--- src/rtl/lcdq_pkg.sv ---
package lcdq_pkg;
  // Rule applied on all lines during the dead part of a control period
  typedef enum logic {
    DEAD_LOW   = 1'b0,  // everything grounded: lowers RMS
    DEAD_BOOST = 1'b1   // commons hold, segments opposite: raises RMS
  } dead_mode_e;
endpackage

--- src/rtl/lcdq_prescale.sv ---
module lcdq_prescale #(
  parameter int unsigned DIV = 56
) (
  input  logic clk,
  input  logic rst_n,
  input  logic run,
  output logic tick
);
  generate
    if (DIV <= 1) begin : g_direct
      assign tick = run;
    end else begin : g_count
      localparam int unsigned PW = $clog2(DIV);
      logic [PW-1:0] pre;

      always_ff @(posedge clk or negedge rst_n) begin
        if (!rst_n)      pre <= '0;
        else if (!run)   pre <= '0;
        else if (tick)   pre <= '0;
        else             pre <= pre + 1'b1;
      end

      assign tick = run && (pre == PW'(DIV - 1));

      // steps are at least two clocks apart when dividing
      a_r2_tick_gap: assert property (@(posedge clk) disable iff (!rst_n)
        tick |=> !tick);
    end
  endgenerate
endmodule

--- src/rtl/lcdq_timer.sv ---
module lcdq_timer #(
  parameter int unsigned CNT_W = 13,
  parameter int unsigned PER_N = 8,
  localparam int unsigned PI_W = $clog2(PER_N)
) (
  input  logic             clk,
  input  logic             rst_n,
  input  logic             en,
  input  logic             tick,
  input  logic [CNT_W-1:0] plen_q,
  input  logic [CNT_W-1:0] cont_q,
  output logic             run,
  output logic [PI_W-1:0]  per_idx,
  output logic [CNT_W-1:0] tcnt,
  output logic             active,
  output logic             load,
  output logic             frame_start
);
  localparam logic [PI_W-1:0] LAST = PI_W'(PER_N - 1);

  logic last_step;
  assign last_step = tick && (tcnt == plen_q - 1'b1);
  assign load      = en && (!run || (last_step && per_idx == LAST));
  assign active    = (cont_q < plen_q) && (tcnt < (plen_q - cont_q));

  always_ff @(posedge clk or negedge rst_n) begin
    if (!rst_n) begin
      run <= 1'b0; per_idx <= '0; tcnt <= '0; frame_start <= 1'b0;
    end else if (!en) begin
      run <= 1'b0; per_idx <= '0; tcnt <= '0; frame_start <= 1'b0;
    end else begin
      frame_start <= load;
      if (!run) begin
        run <= 1'b1; per_idx <= '0; tcnt <= '0;
      end else if (tick) begin
        if (last_step) begin
          tcnt    <= '0;
          per_idx <= (per_idx == LAST) ? '0 : per_idx + 1'b1;
        end else begin
          tcnt <= tcnt + 1'b1;
        end
      end
    end
  end

  // step counter never reaches the period length
  a_r2_tcnt_range: assert property (@(posedge clk) disable iff (!rst_n)
    run |-> tcnt < plen_q);
  // a step that is not the last advances by one
  a_r2_step_inc: assert property (@(posedge clk) disable iff (!rst_n)
    en && run && tick && !last_step |=> tcnt == $past(tcnt) + 1'b1);
  // a low enable stops the sequencer at the next edge
  a_r1_stop: assert property (@(posedge clk) disable iff (!rst_n)
    !en |=> !run);
  // the frame pulse marks the origin of the frame
  a_r10_origin: assert property (@(posedge clk) disable iff (!rst_n)
    frame_start |-> run && per_idx == '0 && tcnt == '0);
endmodule

--- src/rtl/lcdq_drive.sv ---
module lcdq_drive
  import lcdq_pkg::*;
#(
  parameter int unsigned SEG_N = 32,
  parameter int unsigned COM_N = 4,
  localparam int unsigned PI_W = $clog2(2 * COM_N),
  localparam int unsigned PAT_W = SEG_N * COM_N
) (
  input  logic             clk,
  input  logic             rst_n,
  input  logic             run,
  input  logic             active,
  input  dead_mode_e       mode_q,
  input  logic [PI_W-1:0]  per_idx,
  input  logic [PAT_W-1:0] pat_q,
  output logic [SEG_N-1:0] seg_out,
  output logic [COM_N-1:0] com_out,
  output logic [COM_N-1:0] com_oe,
  output logic             bias_en
);
  logic [PI_W-2:0]  phase;
  logic             pol;
  logic [COM_N-1:0] sel;
  logic [SEG_N-1:0] row;

  assign phase = per_idx[PI_W-1:1];
  assign pol   = per_idx[0];
  assign row   = pat_q[phase * SEG_N +: SEG_N];

  generate
    for (genvar c = 0; c < COM_N; c++) begin : g_sel
      assign sel[c] = (phase == (PI_W-1)'(c));
    end
  endgenerate

  always_comb begin
    seg_out = '0;
    com_out = '0;
    com_oe  = '1;
    bias_en = run;
    if (run) begin
      if (active) begin
        seg_out = row ^ {SEG_N{pol}};
        com_oe  = sel;
        com_out = sel & {COM_N{pol}};
      end else if (mode_q == DEAD_BOOST) begin
        seg_out = {SEG_N{~pol}};
        com_out = {COM_N{pol}};
      end
    end
  end

  // during the active part exactly one common is driven
  a_r3_one_common: assert property (@(posedge clk) disable iff (!rst_n)
    run && active |-> $countones(com_oe) == 1);
  // every dead part drives all commons
  a_r6_dead_driven: assert property (@(posedge clk) disable iff (!rst_n)
    run && !active |-> &com_oe);
  // with the bias off, nothing is high
  a_r1_quiet: assert property (@(posedge clk) disable iff (!rst_n)
    !bias_en |-> seg_out == '0 && com_out == '0);
endmodule

--- src/rtl/lcdq_seq.sv ---
module lcdq_seq
  import lcdq_pkg::*;
#(
  parameter int unsigned SEG_N = 32,
  parameter int unsigned COM_N = 4,
  parameter int unsigned CNT_W = 13,
  parameter int unsigned DIV   = 56,
  localparam int unsigned PAT_W = SEG_N * COM_N,
  localparam int unsigned PER_N = 2 * COM_N,
  localparam int unsigned PI_W  = $clog2(PER_N)
) (
  input  logic             clk,
  input  logic             rst_n,
  input  logic             en,
  input  logic             mode,
  input  logic [CNT_W-1:0] period_len,
  input  logic [CNT_W-1:0] contrast,
  input  logic             pat_valid,
  output logic             pat_ready,
  input  logic [PAT_W-1:0] pat_data,
  output logic [SEG_N-1:0] seg_out,
  output logic [COM_N-1:0] com_out,
  output logic [COM_N-1:0] com_oe,
  output logic             bias_en,
  output logic             frame_start
);
  logic [PAT_W-1:0] pat_q;
  logic [CNT_W-1:0] cont_q, plen_q, tcnt;
  dead_mode_e       mode_q;
  logic             run, tick, active, load;
  logic [PI_W-1:0]  per_idx;

  // Frame-boundary shadow of image and settings
  always_ff @(posedge clk or negedge rst_n) begin
    if (!rst_n) begin
      pat_q  <= '0;
      cont_q <= '0;
      plen_q <= CNT_W'(1);
      mode_q <= DEAD_LOW;
    end else if (load) begin
      cont_q <= contrast;
      plen_q <= (period_len == '0) ? CNT_W'(1) : period_len;
      mode_q <= dead_mode_e'(mode);
      if (pat_valid) pat_q <= pat_data;
    end
  end

  assign pat_ready = load;

  lcdq_prescale #(.DIV(DIV)) u_pre (
    .clk(clk), .rst_n(rst_n), .run(run), .tick(tick)
  );

  lcdq_timer #(.CNT_W(CNT_W), .PER_N(PER_N)) u_tmr (
    .clk(clk), .rst_n(rst_n), .en(en), .tick(tick),
    .plen_q(plen_q), .cont_q(cont_q),
    .run(run), .per_idx(per_idx), .tcnt(tcnt), .active(active),
    .load(load), .frame_start(frame_start)
  );

  lcdq_drive #(.SEG_N(SEG_N), .COM_N(COM_N)) u_drv (
    .clk(clk), .rst_n(rst_n), .run(run), .active(active), .mode_q(mode_q),
    .per_idx(per_idx), .pat_q(pat_q),
    .seg_out(seg_out), .com_out(com_out), .com_oe(com_oe), .bias_en(bias_en)
  );

  // the image only changes in a boundary cycle
  a_r8_pat_hold: assert property (@(posedge clk) disable iff (!rst_n)
    !load |=> $stable(pat_q));
  // settings only change in a boundary cycle
  a_r9_cfg_hold: assert property (@(posedge clk) disable iff (!rst_n)
    !load |=> $stable({cont_q, plen_q, mode_q}));
endmodule

--- config.mk ---
export PLATFORM = sky130hd
export DESIGN_NAME = lcdq_seq
export DESIGN_NICKNAME = d
export VERILOG_FILES = /design/src/rtl/lcdq_pkg.sv /design/src/rtl/lcdq_prescale.sv /design/src/rtl/lcdq_timer.sv /design/src/rtl/lcdq_drive.sv /design/src/rtl/lcdq_seq.sv
export SDC_FILE = /design/constraint.sdc
export NUM_CORES = 1
export LEC_CHECK = 0
export CAP_MARGIN = 15
export CORE_MARGIN = 10
export CORE_UTILIZATION = 53
export DETAILED_ROUTE_END_ITERATION = 6
export PLACE_DENSITY = 0.82
export SYNTH_ARGS = -nofsm -noshare
export SYNTH_HDL_FRONTEND = slang
export SYNTH_SLANG_ARGS = --single-unit
--- constraint.sdc ---
create_clock -name clk -period 8.1 [get_ports clk]
set_input_delay 1.62 -clock clk [delete_from_list [all_inputs] [get_ports clk]]
set_output_delay 1.62 -clock clk [all_outputs]
set_load 0.05 [all_outputs]
==> tab_implementation.tex, run 1 <==
\begin{tabular}{lr}
\hline
Metric & Value \\
\hline
\multicolumn{2}{l}{\textbf{Global routing}} \\
Global-route wire length before repair & 43,850 um \\
Global-route congestion overflow total & 0 \\
Overall track demand over capacity in global routing & 21.62\% \\
Number of antenna violations at the first check in global routing & 5 \\
Maximum number of pins on one net before global-route repair & 84 \\
Number of global-route vias before repair & 7,780 \\
\multicolumn{2}{l}{\textbf{Cells and area}} \\
Area growth from synthesis to layout & 29.92\% \\
Filler instances & 1,324 \\
Number of nets in the layout & 1,163 \\
Share of the core filled with cells in the final layout & 70.77\% \\
Fraction of final layout cells sized beyond drive strength 1 & 25.96\% \\
Finished layout cell area & 13,370 um2 \\
Cell Count, Final, Fillers Out & 1,251 \\
\multicolumn{2}{l}{\textbf{Placement}} \\
Total placed instance area & 12,750 um2 \\
GP Congestion & 0.8601 \\
Half-perimeter wire length of the detailed placement result & 20,200 um \\
\# port buffers & 201 \\
Cell count after placement & 1,214 \\
\multicolumn{2}{l}{\textbf{Setup path}} \\
Start-to-end type of the worst setup path & reg2out \\
Worst path max stage delay & 0.81 ns \\
Nature of the critical path endpoint & output port \\
Dominant cell type by count on the critical path & a21oi\_1 \\
Cell-by-cell trace of the critical path & inv\_1, ha\_1, inv\_1, fa\_1, a21o\_1, a21oi\_1, o21bai\_1, a2111o\_1, a31o\_2, a21oi\_1, xor2\_1, ha\_1, a21oi\_1, nor2b\_1, o21ai\_0, or4b\_1, a211oi\_4, and3\_1, a31o\_2, clkdlybuf4s50\_1 \\
Startpoint Class & flop \\
CP max FO & 7 \\
Library cell contributing the largest single delay on the critical path & clkdlybuf4s50\_1 \\
WP data required & 6.48 ns \\
Arrival time of the worst setup path & 5.98 ns \\
\multicolumn{2}{l}{\textbf{Timing}} \\
Setup Total Neg Slack & 0 ns \\
Clock skew after layout & 0.01400 ns \\
Final worst path period share & 93.79\% \\
Setup repair after global routing missed its margin & no \\
Max frequency & 0.1316 GHz \\
Remaining max-slew budget at the tightest pin & 35.87\% \\
Finish-stage setup viols & 0 \\
Worst Hold Slack & 0.4634 ns \\
Number of pins exceeding their max-slew limit in the final report & 0 \\
Endpoints failing hold & 0 \\
Worst-margin pin slew & 0.9619 ns \\
Min Clock Period, post-route & 7.597 ns \\
\multicolumn{2}{l}{\textbf{Yosys}} \\
Post-synthesis async set-or-reset flop share & 100.0\% \\
Cell taking the most area after synthesis & dfrtp\_1 \\
Post-Synthesis Cells & 789 \\
Yosys warning total & 0 \\
Most common cell in the synthesized netlist & dfrtp\_1 \\
Cell area after technology mapping & 10,290 um2 \\
Number of distinct standard cells referenced by the synthesized netlist & 67 \\
Flops \& latches, synth & 179 \\
Most used DFF post-synth & dfrtp\_1 \\
EDFF count, synth & 0 \\
Fraction of synthesized cell area taken by the top area cell type & 43.28\% \\
Register area share after synthesis & 43.54\% \\
Main area contributors after synthesis & dfrtp\_1 43\%, mux2\_4 18\%, mux4\_2 7.0\%, ha\_1 3.6\%, nand4\_1 3.0\% \\
Synthesized area divided by synthesized cell count & 13.04 um2 \\
Post-synth net total & 979 \\
Commonest cells in the synthesized netlist & 178 x dfrtp\_1, 120 x mux2\_4, 50 x nand4\_1 \\
\multicolumn{2}{l}{\textbf{Power}} \\
Sequential power share & 37.2\% \\
Max VDD drop & 0.1599 mV \\
Switching Fraction & 33.71\% \\
Net switching power figure & 1.034 mW \\
Proportion of power drawn by combinational gates & 35.9\% \\
Pwr Density & 229.5 nW/um2 \\
Clock power share & 26.8\% \\
Cell-internal power & 2.034 mW \\
Static leakage & 5.853 nW \\
\multicolumn{2}{l}{\textbf{Clock network}} \\
Worst-skew pair later-pin latency & 0.44 ns \\
Post-CTS sizing & 0 \\
Buffers inserted during post-CTS setup optimization & 0 \\
Number of buffers on the longest clock path & 2 \\
Buffer type at the clock tree root & clkbuf\_16 \\
Clock input transition at the sequential cells of the worst setup and hold paths & 0.07 ns \\
Total clock sinks & 179 \\
Hold-fix buffers at CTS & 0 \\
TritonCTS clock tree & yes \\
H-tree lvl count & 4 \\
CTS buffer count & 17 \\
\multicolumn{2}{l}{\textbf{Detailed routing}} \\
Number of nets with antenna violations after detailed routing & 0 \\
Iteration count of the initial detailed-routing pass & 5 \\
Iteration-0 DRC Markers & 548 \\
Total Routed Length & 27,480 um \\
Count of unresolved DRC violations after routing & 0 \\
Detailed-route via count & 7,249 \\
WL per Instance & 21.97 um \\
Routed via count divided by cell count & 5.795 \\
\multicolumn{2}{l}{\textbf{Run status}} \\
Outcome & finished, final reports clean \\
\multicolumn{2}{l}{\textbf{Floorplan}} \\
Horizontal die dimension & 159.3 um \\
IO Count & 202 \\
Die area & 25,390 um2 \\
Chip Height & 159.3 um \\
Cell row count & 50 \\
Core area & 18,890 um2 \\
Starting Density & 54.47\% \\
\multicolumn{2}{l}{\textbf{Flow run}} \\
Max\_cap viols & 0 \\
\multicolumn{2}{l}{\textbf{Worst hold path}} \\
Min-delay worst type & reg2reg \\
\hline
\end{tabular}
## metal layers
layer	vias up	wire length [um]	global-route usage, %
li1	3309	-	-
met1	3669	11000	25.67
met2	229	13810	36.06
met3	40	2020	7.436
met4	2	649	6.992
met5	-	13	0
## path summary, 6_finish.rpt
| path | depth (start not counted) | slack (ns) | to | start |
|---|---|---|---|---|
| worst max-delay path | 20 | 0.50 | com_out[0] | plen_q[0] |
| min in group asynchronous | 1 | 1.19 | cont_q[10] | rst_n |
| max in group asynchronous | 3 | 5.00 | u_tmr.per_idx[2] | rst_n |
| worst min register to register | 1 | 0.46 | u_pre.g_count.pre[0] | u_pre.g_count.pre[0] |
| worst max register to register | 11 | 3.39 | pat_q[26] | plen_q[1] |
| worst min-delay path | 1 | 0.46 | u_pre.g_count.pre[0] | u_pre.g_count.pre[0] |
## metrics by stage
stage | worst slack [ns] | total power, mW
global route | 0.1718 | 3.211
detailed placement | 1.048 | 2.247
CTS | 0.5269 | 3.086
global placement | 1.172 | 2.216
finish | 0.5030 | 3.068
floorplan | 1.169 | 1.817
## sequential cells by signal, summed over array words and instances, names as in the netlist
| signal | count |
|---|---|
| cont_q | 13 |
| u_pre.g_count.pre | 6 |
| u_tmr.frame_start | 1 |
| mode_q | 1 |
| pat_q | 128 |
| plen_q | 13 |
| u_tmr.per_idx | 3 |
| u_tmr.tcnt | 13 |
| u_tmr.run | 1 |
## worst max-delay path: cells and delay by family (launching register included)
kind | cells | cell delay [ns]
AOI/OAI and AO/OA | 10 | 2.26
buffers and inverters | 3 | 0.95
and+or+nand+nor | 3 | 0.88
adders and majority gates | 3 | 0.84
DFF | 1 | 0.41
xor gates and xnor gates | 1 | 0.19
## cell usage in the layout (no fill, tap or decap), drive strengths merged, types with 3 or more instances in the layout
cell type / Yosys / routed
nor3: 9 / 9
nor2: 39 / 39
nand2b: 6 / 6
o21bai: 4 / 4
nand3: 13 / 13
mux2: 154 / 154
xnor2: 17 / 17
nor4: 7 / 7
a21o: 5 / 5
a21oi: 24 / 24
o21ai: 12 / 12
diode: 0 / 5
or2: 4 / 4
clkdlybuf4s50: 0 / 165
o211ai: 35 / 35
and3: 3 / 3
xor2: 17 / 17
nor2b: 8 / 8
buf: 22 / 46
ha: 30 / 30
mux4: 32 / 32
nand2: 25 / 25
clkbuf: 24 / 17
dfrtp: 178 / 178
clkinv: 0 / 8
and2: 6 / 6
nand4: 50 / 50
inv: 29 / 36
a31o: 3 / 3
## power groups by stage
stage	registers, mW	logic [mW]	clock network, mW
floorplan	1.11	0.703	0
global placement	1.14	1.07	0
detailed placement	1.15	1.10	0
CTS	1.14	1.11	0.840
global route	1.16	1.17	0.878
finish	1.14	1.10	0.823
## cell type report
class	instances	area (um2)	share of cell area [%]
inverters	29	111.4	0.8329
clock buffers	17	425.4	3.182
flip-flops and latches	179	4483	33.53
multi-input cells	535	5395	40.35
diodes	5	12.51	0.09358
well taps	260	325.3	2.433
clock inverters	15	178.9	1.338
repair buffers	211	2439	18.24
## cell families (layout without fill, tap and decap cells)
group,count (synthesis),count (layout),synth area share [%]
AO/OA/AOI/OAI,103,103,7.271
multiplexers,187,187,28.33
XOR/XNOR,35,35,3.112
other,0,5,0
AND/OR/NAND/NOR,179,179,9.581
flip-flops,179,179,43.54
buffers and inverters,75,272,4.328
adder cells (fa/ha/maj),31,31,3.842
(Power assumes the default switching activity.)
==> inputs of run 2 (changes only) <==
Settings changed: CTS_BUF_LIST from default to sky130_fd_sc_hd__clkbuf_16.
==> results of run 2 <==
The final DEF is identical to that of run 1; final timing and power are the same.
==> inputs of run 3 (changes only) <==
Settings changed: CORE_UTILIZATION 53 to 57, PLACE_DENSITY 0.82 to 0.87.
Clock period 8.1 ns to 9.1 ns, I/O delays scaled along.
==> tab_implementation.tex, run 3 (synthesis results as in run 1) <==
\begin{tabular}{lr}
\hline
Metric & Value \\
\hline
\multicolumn{2}{l}{\textbf{Timing}} \\
Clock skew after layout & 0.01583 ns \\
Max frequency & 0.1188 GHz \\
Setup Total Neg Slack & 0 ns \\
Worst-margin pin slew & 1.090 ns \\
Min Clock Period, post-route & 8.420 ns \\
Setup slack after layout & 0.6799 ns \\
Finish-stage setup viols & 0 \\
Final worst path period share & 92.53\% \\
Setup repair after global routing missed its margin & no \\
Number of pins exceeding their max-slew limit in the final report & 0 \\
Remaining max-slew budget at the tightest pin & 27.07\% \\
Endpoints failing hold & 0 \\
\multicolumn{2}{l}{\textbf{Detailed routing}} \\
Count of unresolved DRC violations after routing & 0 \\
Iteration count of the initial detailed-routing pass & 5 \\
Total Routed Length & 28,490 um \\
Number of nets with antenna violations after detailed routing & 0 \\
Iteration-0 DRC Markers & 508 \\
WL per Instance & 23.43 um \\
Detailed-route via count & 7,416 \\
Routed via count divided by cell count & 6.099 \\
\multicolumn{2}{l}{\textbf{Global routing}} \\
Global-route wire length before repair & 45,230 um \\
Peak-usage layer in the global routing report & met2 \\
Met3 global-route usage & 8.902\% \\
Overall track demand over capacity in global routing & 23.75\% \\
Number of antenna violations at the first check in global routing & 3 \\
Met2 Track Usage GR & 41.28\% \\
Maximum number of pins on one net before global-route repair & 69 \\
GR Util met1 & 26.00\% \\
Number of global-route vias before repair & 8,285 \\
Global-route congestion overflow total & 0 \\
\multicolumn{2}{l}{\textbf{Clock network}} \\
Buffer type at the clock tree root & clkbuf\_16 \\
CTS buffer count & 17 \\
Number of buffers on the longest clock path & 2 \\
H-tree lvl count & 4 \\
Total clock sinks & 179 \\
Clock input transition at the sequential cells of the worst setup and hold paths & 0.07 ns \\
TritonCTS clock tree & yes \\
Worst-skew pair later-pin latency & 0.44 ns \\
Buffers inserted during post-CTS setup optimization & 0 \\
Post-CTS sizing & 0 \\
Hold-fix buffers at CTS & 0 \\
\multicolumn{2}{l}{\textbf{Setup path}} \\
Setup slack of the most critical reg-to-reg path & 4.30 ns \\
Origin of the critical flop-to-flop path & plen\_q[1] \\
Reg-to-Reg End & pat\_q[31] \\
Cells on worst reg2reg path & 11 \\
End of the critical path & seg\_out[17] \\
WP data required & 7.28 ns \\
Startpoint Class & flop \\
Library cell contributing the largest single delay on the critical path & clkdlybuf4s50\_1 \\
Source of the critical timing path & plen\_q[0] \\
Cell-by-cell trace of the critical path & inv\_1, ha\_1, inv\_1, fa\_1, a21o\_1, a21oi\_1, o21bai\_1, a2111o\_1, a31o\_2, a21oi\_1, xor2\_1, ha\_1, a21oi\_1, nor2b\_1, o21ai\_0, or4b\_1, a211oi\_4, a21o\_1, buf\_4, o211ai\_1, clkdlybuf4s50\_1 \\
Dominant cell type by count on the critical path & a21oi\_1 \\
CP max FO & 23 \\
Worst path max stage delay & 0.75 ns \\
Arrival time of the worst setup path & 6.60 ns \\
Start-to-end type of the worst setup path & reg2out \\
Nature of the critical path endpoint & output port \\
\multicolumn{2}{l}{\textbf{Cells and area}} \\
Area growth from synthesis to layout & 25.58\% \\
Register bank with the most flops & pat\_q \\
Number of nets in the layout & 1,162 \\
Fraction of final layout cells sized beyond drive strength 1 & 22.03\% \\
Flip-flop count of the largest register, all copies and words added & 128 \\
Leading cell type in the layout, fill and taps excluded & clkdlybuf4s50\_1 \\
Commonest cells after routing, fill and taps aside & 200 x clkdlybuf4s50\_1, 177 x dfrtp\_1, 120 x mux2\_4 \\
Cell Count, Final, Fillers Out & 1,216 \\
\multicolumn{2}{l}{\textbf{Floorplan}} \\
Die area & 23,830 um2 \\
Starting Density & 57.68\% \\
Core area & 17,840 um2 \\
Horizontal die dimension & 154.4 um \\
IO Count & 202 \\
Cell row count & 49 \\
Chip Height & 154.4 um \\
\multicolumn{2}{l}{\textbf{Power}} \\
Max VDD drop & 0.1495 mV \\
Static leakage & 5.648 nW \\
Pwr Density & 202.5 nW/um2 \\
\multicolumn{2}{l}{\textbf{Flow run}} \\
Max\_cap viols & 0 \\
\multicolumn{2}{l}{\textbf{Run status}} \\
Outcome & finished, final reports clean \\
\multicolumn{2}{l}{\textbf{Placement}} \\
Cell count after placement & 1,182 \\
GP Congestion & 0.9254 \\
\# port buffers & 201 \\
Half-perimeter wire length of the detailed placement result & 20,150 um \\
Worst slack at placement & 1.263 ns \\
\multicolumn{2}{l}{\textbf{Worst hold path}} \\
Min-delay worst type & reg2reg \\
\hline
\end{tabular}
## run 3: cell types whose count changed in the layout (fill, tap and decap cells not counted), sizes merged
cell / before / now
clkinvlp: 0 / 3
clkdlybuf4s50: 165 / 200
clkinv: 8 / 5
buf: 46 / 10
diode: 5 / 2
## run 3: how the worst min path moves through the flow
stage / cells after the start / start / slack [ns] / end
after floorplan: 1 / u_pre.g_count.pre[0] / 0.43 / u_pre.g_count.pre[0]
after global placement: 1 / u_pre.g_count.pre[0] / 0.45 / u_pre.g_count.pre[0]
after detailed placement: 1 / u_pre.g_count.pre[0] / 0.47 / u_pre.g_count.pre[0]
after CTS: 1 / u_pre.g_count.pre[0] / 0.48 / u_pre.g_count.pre[0]
after global routing: 1 / u_pre.g_count.pre[0] / 0.49 / u_pre.g_count.pre[0]
final: 1 / u_pre.g_count.pre[0] / 0.48 / u_pre.g_count.pre[0]
## run 3: cell type report
class	count	area, um2
clock buffer	17	425.4
clock inverter	15	137.6
inverter	29	111.4
sequential	179	4482
multi-input combinational	535	5395
fill	1119	4917
antenna	2	5.005
tap	229	286.5
timing repair buffer	210	2081
## run 3: per-stage QoR
step / hold WS [ns] / area, um2 / total power, mW / util (%)
after floorplan: 0.4329 / 10290 / 1.617 / -
after global placement: 0.4477 / 12360 / 1.868 / 69.25
after detailed placement: 0.4674 / 12360 / 1.903 / 69.25
after CTS: 0.4778 / 12920 / 2.619 / 72.41
after global routing: 0.4888 / 12920 / 2.732 / 72.44
final: 0.4785 / 12920 / 2.617 / 72.44
## run 3: layer usage
| layer | routed length (um) | up-vias | share of wire (%) |
|---|---|---|---|
| li1 | - | 3323 | - |
| met1 | 10680 | 3713 | 37 |
| met2 | 14630 | 318 | 51 |
| met3 | 2448 | 60 | 8.6 |
| met4 | 724 | 2 | 2.5 |
| met5 | 12 | - | 0.042 |
## run 3: where the power goes
group / total (mW) / internal (mW) / switching, mW / leakage, nW
Clock: 0.710 / 0.361 / 0.348 / 0.268
Combinational: 0.887 / 0.437 / 0.450 / 3.22
Sequential: 1.02 / 0.922 / 0.0983 / 2.16
Total: 2.62 / 1.72 / 0.897 / 5.65
## run 3: worst max-delay path, delay by kind of cell, from the launching register on
kind	cells	cell delay, ns
buf+inv	4	1.25
compound gates	11	2.94
flops	1	0.40
fa+ha+maj	3	0.82
simple gates	2	0.56
xor+xnor	1	0.17
